==> config.mk <==
export PLATFORM = sky130hd
export DESIGN_NAME = spi_cmd_slave
export DESIGN_NICKNAME = d
export VERILOG_FILES = /design/src/rtl/spi_cmd_pkg.sv /design/src/rtl/spi_byte_link.sv /design/src/rtl/spi_byte_fifo.sv /design/src/rtl/spi_cmd_engine.sv /design/src/rtl/spi_cmd_slave.sv
export SDC_FILE = /design/constraint.sdc
export NUM_CORES = 2
export LEC_CHECK = 0
export BUFFER_PORTS_ARGS = -buffer_cell sky130_fd_sc_hd__buf_2
export CORE_AREA = 2 2 399 282
export CTS_CLUSTER_DIAMETER = 60
export DETAILED_ROUTE_END_ITERATION = 10
export DIE_AREA = 0 0 401 284
export PLACE_DENSITY_LB_ADDON = 0.08
export SYNTH_ARGS = -nofsm -noshare
export SYNTH_HDL_FRONTEND = slang
export SYNTH_SLANG_ARGS = --single-unit
==> constraint.sdc <==
create_clock -name clk -period 8.6 [get_ports clk]
set_input_delay 1.72 -clock clk [delete_from_list [all_inputs] [get_ports clk]]
set_output_delay 1.72 -clock clk [all_outputs]
set_load 0.01 [all_outputs]
==> src/rtl/spi_cmd_pkg.sv <==
package spi_cmd_pkg;

    localparam logic [7:0] OP_NOP     = 8'h00;
    localparam logic [7:0] OP_QWRITE  = 8'h01;
    localparam logic [7:0] OP_QREAD   = 8'h02;
    localparam logic [7:0] OP_VERSION = 8'h03;
    localparam logic [7:0] OP_BAUD    = 8'h04;
    localparam logic [7:0] OP_SADDR   = 8'h05;
    localparam logic [7:0] OP_SWRITE  = 8'h06;
    localparam logic [7:0] OP_WDOG    = 8'h07;
    localparam logic [7:0] OP_SERRST  = 8'h08;
    localparam logic [7:0] OP_SWEN    = 8'h09;
    localparam logic [7:0] OP_SYSRST  = 8'h0A;
    localparam logic [7:0] OP_MODE    = 8'h0B;
    localparam logic [7:0] OP_SREAD   = 8'h0D;

    localparam logic [7:0] SYNC_BYTE  = 8'h0F;
    localparam logic [7:0] KEY_WEN    = 8'h42;
    localparam logic [7:0] KEY_RST    = 8'hC4;
    localparam logic [7:0] MODE_TAG   = 8'hA0;

    typedef enum logic [1:0] {
        SLOT_CMD  = 2'd0,
        SLOT_DATA = 2'd1,
        SLOT_TAIL = 2'd2
    } slot_e;

    typedef struct packed {
        logic wdog;
        logic busy;
        logic zero5;
        logic overrun;
        logic zero3;
        logic zero2;
        logic tx_space;
        logic rx_avail;
    } status_t;

    function automatic status_t pack_status(input logic rx_empty, input logic tx_full,
                                            input logic ovr, input logic busy,
                                            input logic wdog);
        status_t s;
        s          = '0;
        s.rx_avail = !rx_empty;
        s.tx_space = !tx_full;
        s.overrun  = ovr;
        s.busy     = busy;
        s.wdog     = wdog;
        return s;
    endfunction

endpackage

==> src/rtl/spi_byte_link.sv <==
module spi_byte_link (
    input  logic       clk,
    input  logic       rst,
    input  logic       sclk,
    input  logic       cs_n,
    input  logic       mosi,
    input  logic [7:0] load_byte,
    output logic       miso,
    output logic       done,
    output logic [7:0] rx_byte
);
    logic [2:0] sclk_s;
    logic [1:0] cs_s;
    logic [1:0] mosi_s;
    logic [2:0] bit_cnt;
    logic       skip;
    logic [7:0] rx_sh;
    logic [7:0] tx_sh;
    logic       sel, rise, fall;

    assign sel  = !cs_s[1];
    assign rise = sel && sclk_s[1] && !sclk_s[2];
    assign fall = sel && !sclk_s[1] && sclk_s[2];

    always_ff @(posedge clk) begin
        if (rst) begin
            sclk_s <= '0;
            cs_s   <= 2'b11;
            mosi_s <= '0;
        end else begin
            sclk_s <= {sclk_s[1:0], sclk};
            cs_s   <= {cs_s[0], cs_n};
            mosi_s <= {mosi_s[0], mosi};
        end
    end

    always_ff @(posedge clk) begin
        if (rst) begin
            bit_cnt <= '0;
            skip    <= 1'b0;
            rx_sh   <= '0;
            tx_sh   <= '0;
            done    <= 1'b0;
        end else begin
            done <= 1'b0;
            if (done) begin
                tx_sh <= load_byte;
            end else if (fall) begin
                if (skip) skip <= 1'b0;
                else      tx_sh <= {tx_sh[6:0], 1'b0};
            end
            if (!sel) begin
                bit_cnt <= '0;
                skip    <= 1'b0;
            end else if (rise) begin
                rx_sh   <= {rx_sh[6:0], mosi_s[1]};
                bit_cnt <= bit_cnt + 3'd1;
                if (bit_cnt == 3'd7) begin
                    done <= 1'b1;
                    skip <= 1'b1;
                end
            end
        end
    end

    assign miso    = tx_sh[7];
    assign rx_byte = rx_sh;
endmodule

==> src/rtl/spi_byte_fifo.sv <==
module spi_byte_fifo #(
    parameter int DEPTH = 32,
    parameter int W     = 8
) (
    input  logic         clk,
    input  logic         rst,
    input  logic         push,
    input  logic [W-1:0] wdata,
    input  logic         pop,
    input  logic         flush,
    output logic [W-1:0] rdata,
    output logic         empty,
    output logic         full
);
    localparam int AW = $clog2(DEPTH);

    logic [W-1:0] mem [DEPTH];
    logic [AW:0]  wp, rp;

    assign empty = (wp == rp);
    assign full  = (wp[AW] != rp[AW]) && (wp[AW-1:0] == rp[AW-1:0]);
    assign rdata = mem[rp[AW-1:0]];

    always_ff @(posedge clk) begin
        if (rst || flush) begin
            wp <= '0;
            rp <= '0;
        end else begin
            if (push && !full) begin
                mem[wp[AW-1:0]] <= wdata;
                wp <= wp + 1'b1;
            end
            if (pop && !empty) rp <= rp + 1'b1;
        end
    end
endmodule

==> src/rtl/spi_cmd_engine.sv <==
module spi_cmd_engine
    import spi_cmd_pkg::*;
#(
    parameter logic [7:0] VERSION     = 8'h13,
    parameter int         BUSY_CYC    = 1250000,
    parameter int         STORE_DEPTH = 128,
    localparam int        AW          = $clog2(STORE_DEPTH),
    localparam int        CW          = $clog2(BUSY_CYC + 1)
) (
    input  logic          clk,
    input  logic          rst,
    input  logic          exec,
    input  logic [7:0]    cmd,
    input  logic [7:0]    data,
    input  logic [2:0]    mode,
    input  logic [7:0]    rx_head,
    input  logic          rx_empty,
    input  logic          tx_full,
    output logic [7:0]    resp,
    output logic          tx_push,
    output logic          rx_pop,
    output logic          flush,
    output logic [7:0]    baud_div,
    output logic [7:0]    wdog_period,
    output logic          sys_reset_req,
    output logic          store_wr,
    output logic          store_busy,
    output logic          store_wen,
    output logic [AW-1:0] store_addr
);
    logic [7:0]    mem [STORE_DEPTH];
    logic [CW-1:0] busy_cnt;
    logic          store_rd;

    assign store_busy = (busy_cnt != '0);

    always_comb begin
        resp     = '0;
        tx_push  = 1'b0;
        rx_pop   = 1'b0;
        flush    = 1'b0;
        store_wr = 1'b0;
        store_rd = 1'b0;
        if (exec) begin
            case (cmd)
                OP_QWRITE:  tx_push = !tx_full;
                OP_QREAD:   if (!rx_empty) begin
                                rx_pop = 1'b1;
                                resp   = rx_head;
                            end
                OP_VERSION: resp = VERSION;
                OP_SWRITE:  store_wr = store_wen && !store_busy;
                OP_SERRST:  flush = 1'b1;
                OP_MODE:    resp = MODE_TAG | {5'b0, mode};
                OP_SREAD:   begin
                                store_rd = 1'b1;
                                resp     = mem[store_addr];
                            end
                default:    ;
            endcase
        end
    end

    always_ff @(posedge clk) begin
        if (rst) begin
            busy_cnt      <= '0;
            store_addr    <= '0;
            store_wen     <= 1'b0;
            baud_div      <= '0;
            wdog_period   <= '0;
            sys_reset_req <= 1'b0;
            for (int i = 0; i < STORE_DEPTH; i++) mem[i] <= '0;
        end else begin
            sys_reset_req <= 1'b0;
            if (store_wr)          busy_cnt <= CW'(BUSY_CYC);
            else if (store_busy)   busy_cnt <= busy_cnt - 1'b1;
            if (store_wr) mem[store_addr] <= data;
            if (store_wr || store_rd) store_addr <= store_addr + 1'b1;
            if (exec) begin
                case (cmd)
                    OP_BAUD:   baud_div    <= data;
                    OP_WDOG:   wdog_period <= data;
                    OP_SADDR:  store_addr  <= data[AW-1:0];
                    OP_SWEN:   store_wen   <= (data == KEY_WEN);
                    OP_SYSRST: if (data == KEY_RST) begin
                                   sys_reset_req <= 1'b1;
                                   store_wen     <= 1'b0;
                               end
                    default:   ;
                endcase
            end
        end
    end
endmodule

==> src/rtl/spi_cmd_slave.sv <==
module spi_cmd_slave
    import spi_cmd_pkg::*;
#(
    parameter logic [7:0] VERSION    = 8'h13,
    parameter int         BUSY_CYC   = 1250000,
    parameter int         FIFO_DEPTH = 32
) (
    input  logic       clk,
    input  logic       rst,
    input  logic       spi_sclk,
    input  logic       spi_cs_n,
    input  logic       spi_mosi,
    output logic       spi_miso,
    input  logic [2:0] mode_pins,
    input  logic       wdog_reset_flag,
    output logic [7:0] ser_tx_data,
    output logic       ser_tx_avail,
    input  logic       ser_tx_take,
    input  logic [7:0] ser_rx_data,
    input  logic       ser_rx_put,
    output logic [7:0] baud_div,
    output logic [7:0] wdog_period,
    output logic       sys_reset_req
);
    logic       done;
    logic [7:0] rx_byte, load_byte, cmd_q, resp;
    slot_e      slot;
    logic [1:0] sync_run;
    logic       resync, exec;
    logic       tx_push, tx_empty, tx_full;
    logic       rx_pop, rx_empty, rx_full;
    logic [7:0] rx_head;
    logic       flush, overrun;
    logic       store_wr, store_busy, store_wen;
    logic [6:0] store_addr;
    logic [1:0] byte_pos;
    status_t    status_now;

    spi_byte_link u_link (
        .clk(clk), .rst(rst), .sclk(spi_sclk), .cs_n(spi_cs_n), .mosi(spi_mosi),
        .load_byte(load_byte), .miso(spi_miso), .done(done), .rx_byte(rx_byte)
    );

    spi_byte_fifo #(.DEPTH(FIFO_DEPTH), .W(8)) u_txq (
        .clk(clk), .rst(rst), .push(tx_push), .wdata(rx_byte), .pop(ser_tx_take),
        .flush(flush), .rdata(ser_tx_data), .empty(tx_empty), .full(tx_full)
    );

    spi_byte_fifo #(.DEPTH(FIFO_DEPTH), .W(8)) u_rxq (
        .clk(clk), .rst(rst), .push(ser_rx_put), .wdata(ser_rx_data), .pop(rx_pop),
        .flush(flush), .rdata(rx_head), .empty(rx_empty), .full(rx_full)
    );

    spi_cmd_engine #(.VERSION(VERSION), .BUSY_CYC(BUSY_CYC), .STORE_DEPTH(128)) u_eng (
        .clk(clk), .rst(rst), .exec(exec), .cmd(cmd_q), .data(rx_byte), .mode(mode_pins),
        .rx_head(rx_head), .rx_empty(rx_empty), .tx_full(tx_full), .resp(resp),
        .tx_push(tx_push), .rx_pop(rx_pop), .flush(flush), .baud_div(baud_div),
        .wdog_period(wdog_period), .sys_reset_req(sys_reset_req), .store_wr(store_wr),
        .store_busy(store_busy), .store_wen(store_wen), .store_addr(store_addr)
    );

    assign ser_tx_avail = !tx_empty;
    assign status_now   = pack_status(rx_empty, tx_full, overrun, store_busy, wdog_reset_flag);
    assign exec         = done && (slot == SLOT_DATA);
    assign resync       = done && (rx_byte == SYNC_BYTE) && (sync_run == 2'd2);
    assign byte_pos     = slot;

    always_comb begin
        load_byte = status_now;
        if (!resync) begin
            case (slot)
                SLOT_CMD:  load_byte = rx_byte;
                SLOT_DATA: load_byte = resp;
                default:   load_byte = status_now;
            endcase
        end
    end

    always_ff @(posedge clk) begin
        if (rst) begin
            slot     <= SLOT_CMD;
            sync_run <= '0;
            cmd_q    <= '0;
            overrun  <= 1'b0;
        end else begin
            if (flush)                      overrun <= 1'b0;
            else if (ser_rx_put && rx_full) overrun <= 1'b1;
            if (done) begin
                if (slot == SLOT_CMD) cmd_q <= rx_byte;
                if (resync) begin
                    sync_run <= '0;
                    slot     <= SLOT_CMD;
                end else begin
                    sync_run <= (rx_byte == SYNC_BYTE) ? sync_run + 2'd1 : 2'd0;
                    case (slot)
                        SLOT_CMD:  slot <= SLOT_DATA;
                        SLOT_DATA: slot <= SLOT_TAIL;
                        default:   slot <= SLOT_CMD;
                    endcase
                end
            end
        end
    end
endmodule

Yosys cells after proc, flatten, opt, wreduce, memory -nomap -nowiden
Memories as Yosys holds them, arrays and structs flattened. A register that Yosys moved wholly into a read port is not among the register bits.
Index checks and enable logic that the tools add are counted.
{"block": "word_totals", "inputBits": 19, "memories": 3, "mem_bits_rw": 1536, "reg_bits": 111, "out_inout_bits": 27, "wordCells": 161}
{"block": "classes", "n_bitwise": 4, "eq_ne": 26, "n_mux": 55, "addsub": 8, "n_reduce_logical": 42}
{"memory": "u_eng.mem", "words": 128, "word_bits": 8, "rd": 1, "rd_ports_with_merged_regs": 1, "write_ports": 128, "line": "spi_cmd_engine.sv:31", "rtl": "logic [7:0] mem [STORE_DEPTH];"}
{"memory": "u_rxq.mem", "words": 32, "word_bits": 8, "rd": 1, "rd_ports_with_merged_regs": 1, "write_ports": 1, "line": "spi_byte_fifo.sv:17", "rtl": "logic [W-1:0] mem [DEPTH];"}
{"memory": "u_txq.mem", "words": 32, "word_bits": 8, "rd": 1, "rd_ports_with_merged_regs": 1, "write_ports": 1, "line": "spi_byte_fifo.sv:17"}
{"operator": "$mux W8", "n": 7}
{"operator": "$eq A8 B4 Y1 const B", "n": 6}
{"operator": "$mux W21", "n": 2}
{"operator": "$mux W7", "n": 5}
{"operator": "$eq A8 B3 Y1 const B", "n": 4}
{"operator": "$pmux W8 S4", "n": 1}
{"operator": "$mux W1", "n": 30}
{"operator": "$add A6 B1 Y6 const B", "n": 4}
{"operator": "$reduce_bool A21 Y1", "n": 1}
{"operator": "$sub A21 B1 Y21 const B", "n": 1}
{"operator": "$mux W5", "n": 4}
{"operator": "$eq A8 B2 Y1 const B", "n": 2}
{"operator": "$pmux W8 S2", "n": 1}
{"operator": "$logic_and A1 B1 Y1", "n": 15}
{"operator": "$eq A6 B6 Y1", "n": 2}
{"operator": "$eq A5 B5 Y1", "n": 2}
{"operator": "$reduce_and A2 Y1", "n": 5}
{"operator": "$eq A8 B1 Y1 const B", "n": 1}
{"operator": "$eq A8 B7 Y1 const B", "n": 1}
{"operator": "$eq A8 B8 Y1 const B", "n": 1}
{"operator": "$logic_not A1 Y1", "n": 8}
{"operator": "$reduce_or A8 Y1", "n": 1}
{"operator": "$add A7 B1 Y7 const B", "n": 1}
{"operator": "$mux W2", "n": 3}
{"operator": "16 further kinds", "n": 27}

Depth between registers and ports, before layout
{"block": "depth", "word_depth": 10, "ltp_mapped": 13, "ltp_nobuf": 10}

Modules after synthesis
From an unflattened synthesis, not the netlist that was laid out.
{"block": "hier_totals", "cells_unflattened": 5189, "area_unflattened_um2": 70926.8}
{"mod": "spi_cmd_engine", "cells_each": 4007, "n_inst": 1, "area_per_inst_um2": 47698.2, "seq_area_each_um2": 31670.4}
{"mod": "spi_byte_fifo at u_txq", "cells_each": 501, "n_inst": 1, "area_per_inst_um2": 10701.5, "seq_area_each_um2": 8027.7}
{"mod": "spi_byte_fifo at u_rxq", "cells_each": 499, "n_inst": 1, "area_per_inst_um2": 10690.3, "seq_area_each_um2": 8027.7}
{"mod": "spi_byte_link", "cells_each": 107, "n_inst": 1, "area_per_inst_um2": 1109.8, "seq_area_each_um2": 560.5}
{"mod": "spi_cmd_slave", "cells_each": 75, "n_inst": 1, "area_per_inst_um2": 726.9, "seq_area_each_um2": 260.2}

Least setup slack after synthesis
OpenSTA, ideal clock, no wires.
{"block": "synth_timing", "path_kind": "register to output", "startpoint": "register (tool-made name)", "endpoint": "output ser_tx_data[0]", "arrival_time_ps": 2516, "path_stages_with_launch": 6, "n_path_buf": 2, "slack_ps": 4364, "required_time_ps": 6880, "cell_sequence": "dfxtp_1 -> clkbuf_1 -> buf_1 -> mux4_2 -> mux4_2 -> mux2_2"}
{"item": "end: declaration", "line": "spi_cmd_slave.sv:16", "rtl": "output logic [7:0] ser_tx_data,"}

==> impl_metrics.tcl <==
set metrics [dict create \
    top_usage_layer "met1" \
    antenna_found_initial 12 \
    skew_ns 0.02814 \
    wl_um 211200 \
    cts_setup_buffers 0 \
    htreeDepth 4 \
    wl_per_cell_um 31.16 \
    rrSetupSlack_ns 3.35 \
    grt_usage_pct 36.96 \
    hpwl_um 124700 \
    gp_congestion 0.9312 \
    hold_viol 0 \
    met3_usage_pct 13.24 \
    port_buffers 45 \
    avgSynthCellArea_sq_um 13.42 \
    synthesis.area_sq_um 71140 \
    cts_tree "done" \
    dpl.cell_count 6499 \
    hold_class "flop to flop" \
    ant_nets 0 \
    path_clk_slew_ns 0.06 \
    ys_seq_elements 1657 \
    crit_family "multiplexers" \
    drtIter0Drc 7960 \
    r2r-end "u_eng.mem[113][3]$_SDFFCE_PN0P_" \
    die_w_um 401 \
    ys_seq_area_share_pct 68.24 \
    r2r-start "u_eng.busy_cnt[2]$_SDFFE_PP0P_" \
    fin_cells 6778 \
    power_density_nw_per_um2 210.4 \
    ioPinCount 46 \
    syn_nets 5336 \
    overflow 0 \
    cts_resized 0 \
    setup_viol 0 \
    setup.worst_path.end_class "output pin" \
    critPathSlowestCell "buf_4" \
    avgViaCountPerCell 7.000 \
    grt_first_pass_wirelength_um 305500 \
    cts-buffers-inserted 153 \
    syn_to_final_growth_pct 8.834 \
    cp_max_fo 46 \
    finalWorstPathRequiredPeriod_ns 5.595 \
    grt_pass1_vias 44420 \
    use_met1_pct 54.88 \
    holdPathEnd "u_link.cs_s[1]$_SDFF_PP1_" \
    netlist_instances 5302 \
    initial_core_util_pct 64.67 \
    cp_common_cell "mux4_2" \
    ir_drop_v 0.0002094 \
    cts_sinks 1657 \
    min_from "u_link.cs_s[0]$_SDFF_PP1_" \
    status "completed" \
    slowest_delay_ns 0.77 \
    synth-edff-count 1536 \
    cp.depth 5 \
    place_area_sq_um 72610 \
    tns_ns 0 \
    dieArea_sq_um 113900 \
    drive_gt1_share_pct 13.78 \
    synth_top_area_share_pct 64.84 \
    ctsHoldBuffers 0 \
    synthTopCellsByArea "edfxtp_1 65%, nor2_1 6.4%, mux4_2 6.0%, dfxtp_1 3.4%, nand2_1 2.5%" \
    relSlewSlack_pct 4.279 \
    max_slew.worst_pin.slew_ns 1.421 \
    num_vias 47450 \
    critPathBufInv 2 \
    period_share_pct 65.06 \
    crit_type "flop to output pin" \
    gr-usage-met2_pct 50.39 \
    grt_max_degree 94 \
    clock_latency_ns 0.80 \
    cp_cell_sequence "buf_4, mux4_2, mux4_2, mux2_2, buf_2" \
    worstPathRequired_ns 6.88 \
    cellLeakagePower_nw 24.39 \
    final_design_area_no_fill_sq_um 77430 \
    yosysTopAreaCell "edfxtp_1" \
    report.final.slew_viol_count 0 \
    min_path_cells 1 \
    maxCapViolCount 0 \
    yosysWarnings 0 \
    rsz0062_at_grt "no" \
    ys.flop_type "edfxtp_1" \
    synth-async-reset-ratio_pct 0 \
    cts_buffer_depth 3 \
    coreArea_sq_um 110000 \
    critPathLaunchType "flop" \
    fmax_ghz 0.1787 \
    route.detailed.drc 0 \
    die_h_um 284 \
    dr.pass1.iters 10 \
    fin_nets 5232 \
    rows 102 \
    r2r_cells 7 \
    yosysUniqueCellTypes 72 \
    critPathArrivalTime_ns 3.88 \
    root_buffer "clkbuf_16" \
]
## stage by stage
stage               worst slack (ns)  utilization, %  hold WS, ns  total power, mW
finish                         3.005           70.38       0.4250            16.29
global route                   2.803           70.38       0.4621            16.68
CTS                            2.909           70.38       0.4370            16.29
detailed placement             3.085           66.00       0.4351            9.769
global placement               3.229           66.00       0.4229            9.746
floorplan                      4.364               -       0.3895            9.580
## synthesized netlist by cell type, types with 17 or more instances
cell type,count
a22oi_1,57
mux2i_1,154
inv_1,18
nor3_1,50
and2_1,73
nor2_1,1212
and3_1,24
nand4_1,17
nor4_1,24
a211oi_1,28
edfxtp_1,1536
mux2_2,109
o21ai_0,110
buf_1,44
nand2_1,471
xnor2_1,29
a221o_1,40
mux4_2,189
clkbuf_1,284
dfxtp_1,121
o221ai_1,18
a21oi_1,151
o22ai_1,17
buf_2,72
o211ai_1,22
a221oi_1,133
nor2b_1,33
xor2_1,23
nand3_1,38
## layout by cell type, fill, tap and decap left out, types with 27 or more instances in the layout
cell / count
a21oi_1: 151
nor2_1: 1206
a211oi_1: 28
clkbuf_1: 36
clkinv_1: 38
buf_2: 45
nor2b_1: 27
nand2_1: 465
a221oi_1: 133
o21ai_0: 108
buf_4: 102
edfxtp_1: 1536
xnor2_1: 29
mux2_2: 109
mux4_2: 189
nor3_1: 48
mux2i_1: 154
a22oi_1: 57
a221o_1: 40
and2_1: 71
clkbuf_16: 153
dfxtp_1: 104
nand3_1: 36
## area by class of cell
class / instances / area, sq um
sequential: 1657 / 48600
fill: 7453 / 32590
multi-input combinational: 3211 / 21010
clock buffer: 192 / 4005
tap: 1456 / 1822
timing repair buffer: 152 / 1091
clock inverter: 85 / 805.8
inverter: 23 / 92.59
antenna: 2 / 5.005
## sequential cells by signal, indices dropped and copies added, names as in the netlist, 6 cells and up, named ones only
name,cells
u_eng.busy_cnt,21
u_rxq.wp,6
u_rxq.mem,256
u_rxq.rp,6
u_link.rx_byte,8
u_eng.store_addr,7
u_eng.baud_div,8
u_txq.mem,256
u_txq.rp,6
u_eng.wdog_period,8
u_txq.wp,6
cmd_q,8
u_eng.mem,1024
u_link.tx_sh,8
## layer usage
layer  wire length, um  vias up
li1                  -    19500
met1             80080    23340
met2             87520     3949
met3             34760      642
met4              8703       18
met5               115        -
## worst reg2reg max path, stage by stage, from the launching register on
cell,delay (ns)
dfxtp_1,0.34
nor4_1,0.82
nand4b_1,0.25
or2_0,0.29
buf_4,0.20
nor3_4,0.83
nand3_4,0.92
o21ai_0,1.23
## cells by family after synthesis
| family | after synthesis | share of synthesized area (%) |
|---|---|---|
| simple gates | 2017 | 11.79 |
| fa+ha+maj | 15 | 0.2638 |
| mux | 452 | 9.875 |
| compound gates | 675 | 6.713 |
| flops | 1657 | 68.24 |
| buf+inv | 434 | 2.475 |
| xor+xnor | 52 | 0.6402 |
## report_power, final
group / total [mW] / switching (mW) / internal, mW
Clock: 6.67 / 3.02 / 3.65
Sequential: 9.07 / 0.0920 / 8.98
Combinational: 0.544 / 0.363 / 0.181
## worst max-delay path by stage
stage,end,startpoint,slack [ns]
6_report,ser_tx_data[0],flop,3.00
5_1_grt,ser_tx_data[0],flop,2.80
4_1_cts,ser_tx_data[0],flop,2.91
3_5_place_dp,u_eng.mem[113][0]$_SDFFCE_PN0P_,rst,3.09
3_3_place_gp,u_eng.mem[113][0]$_SDFFCE_PN0P_,rst,3.23
2_1_floorplan,ser_tx_data[0],flop,4.36
No activity file was read; power rests on OpenSTA's default activity.
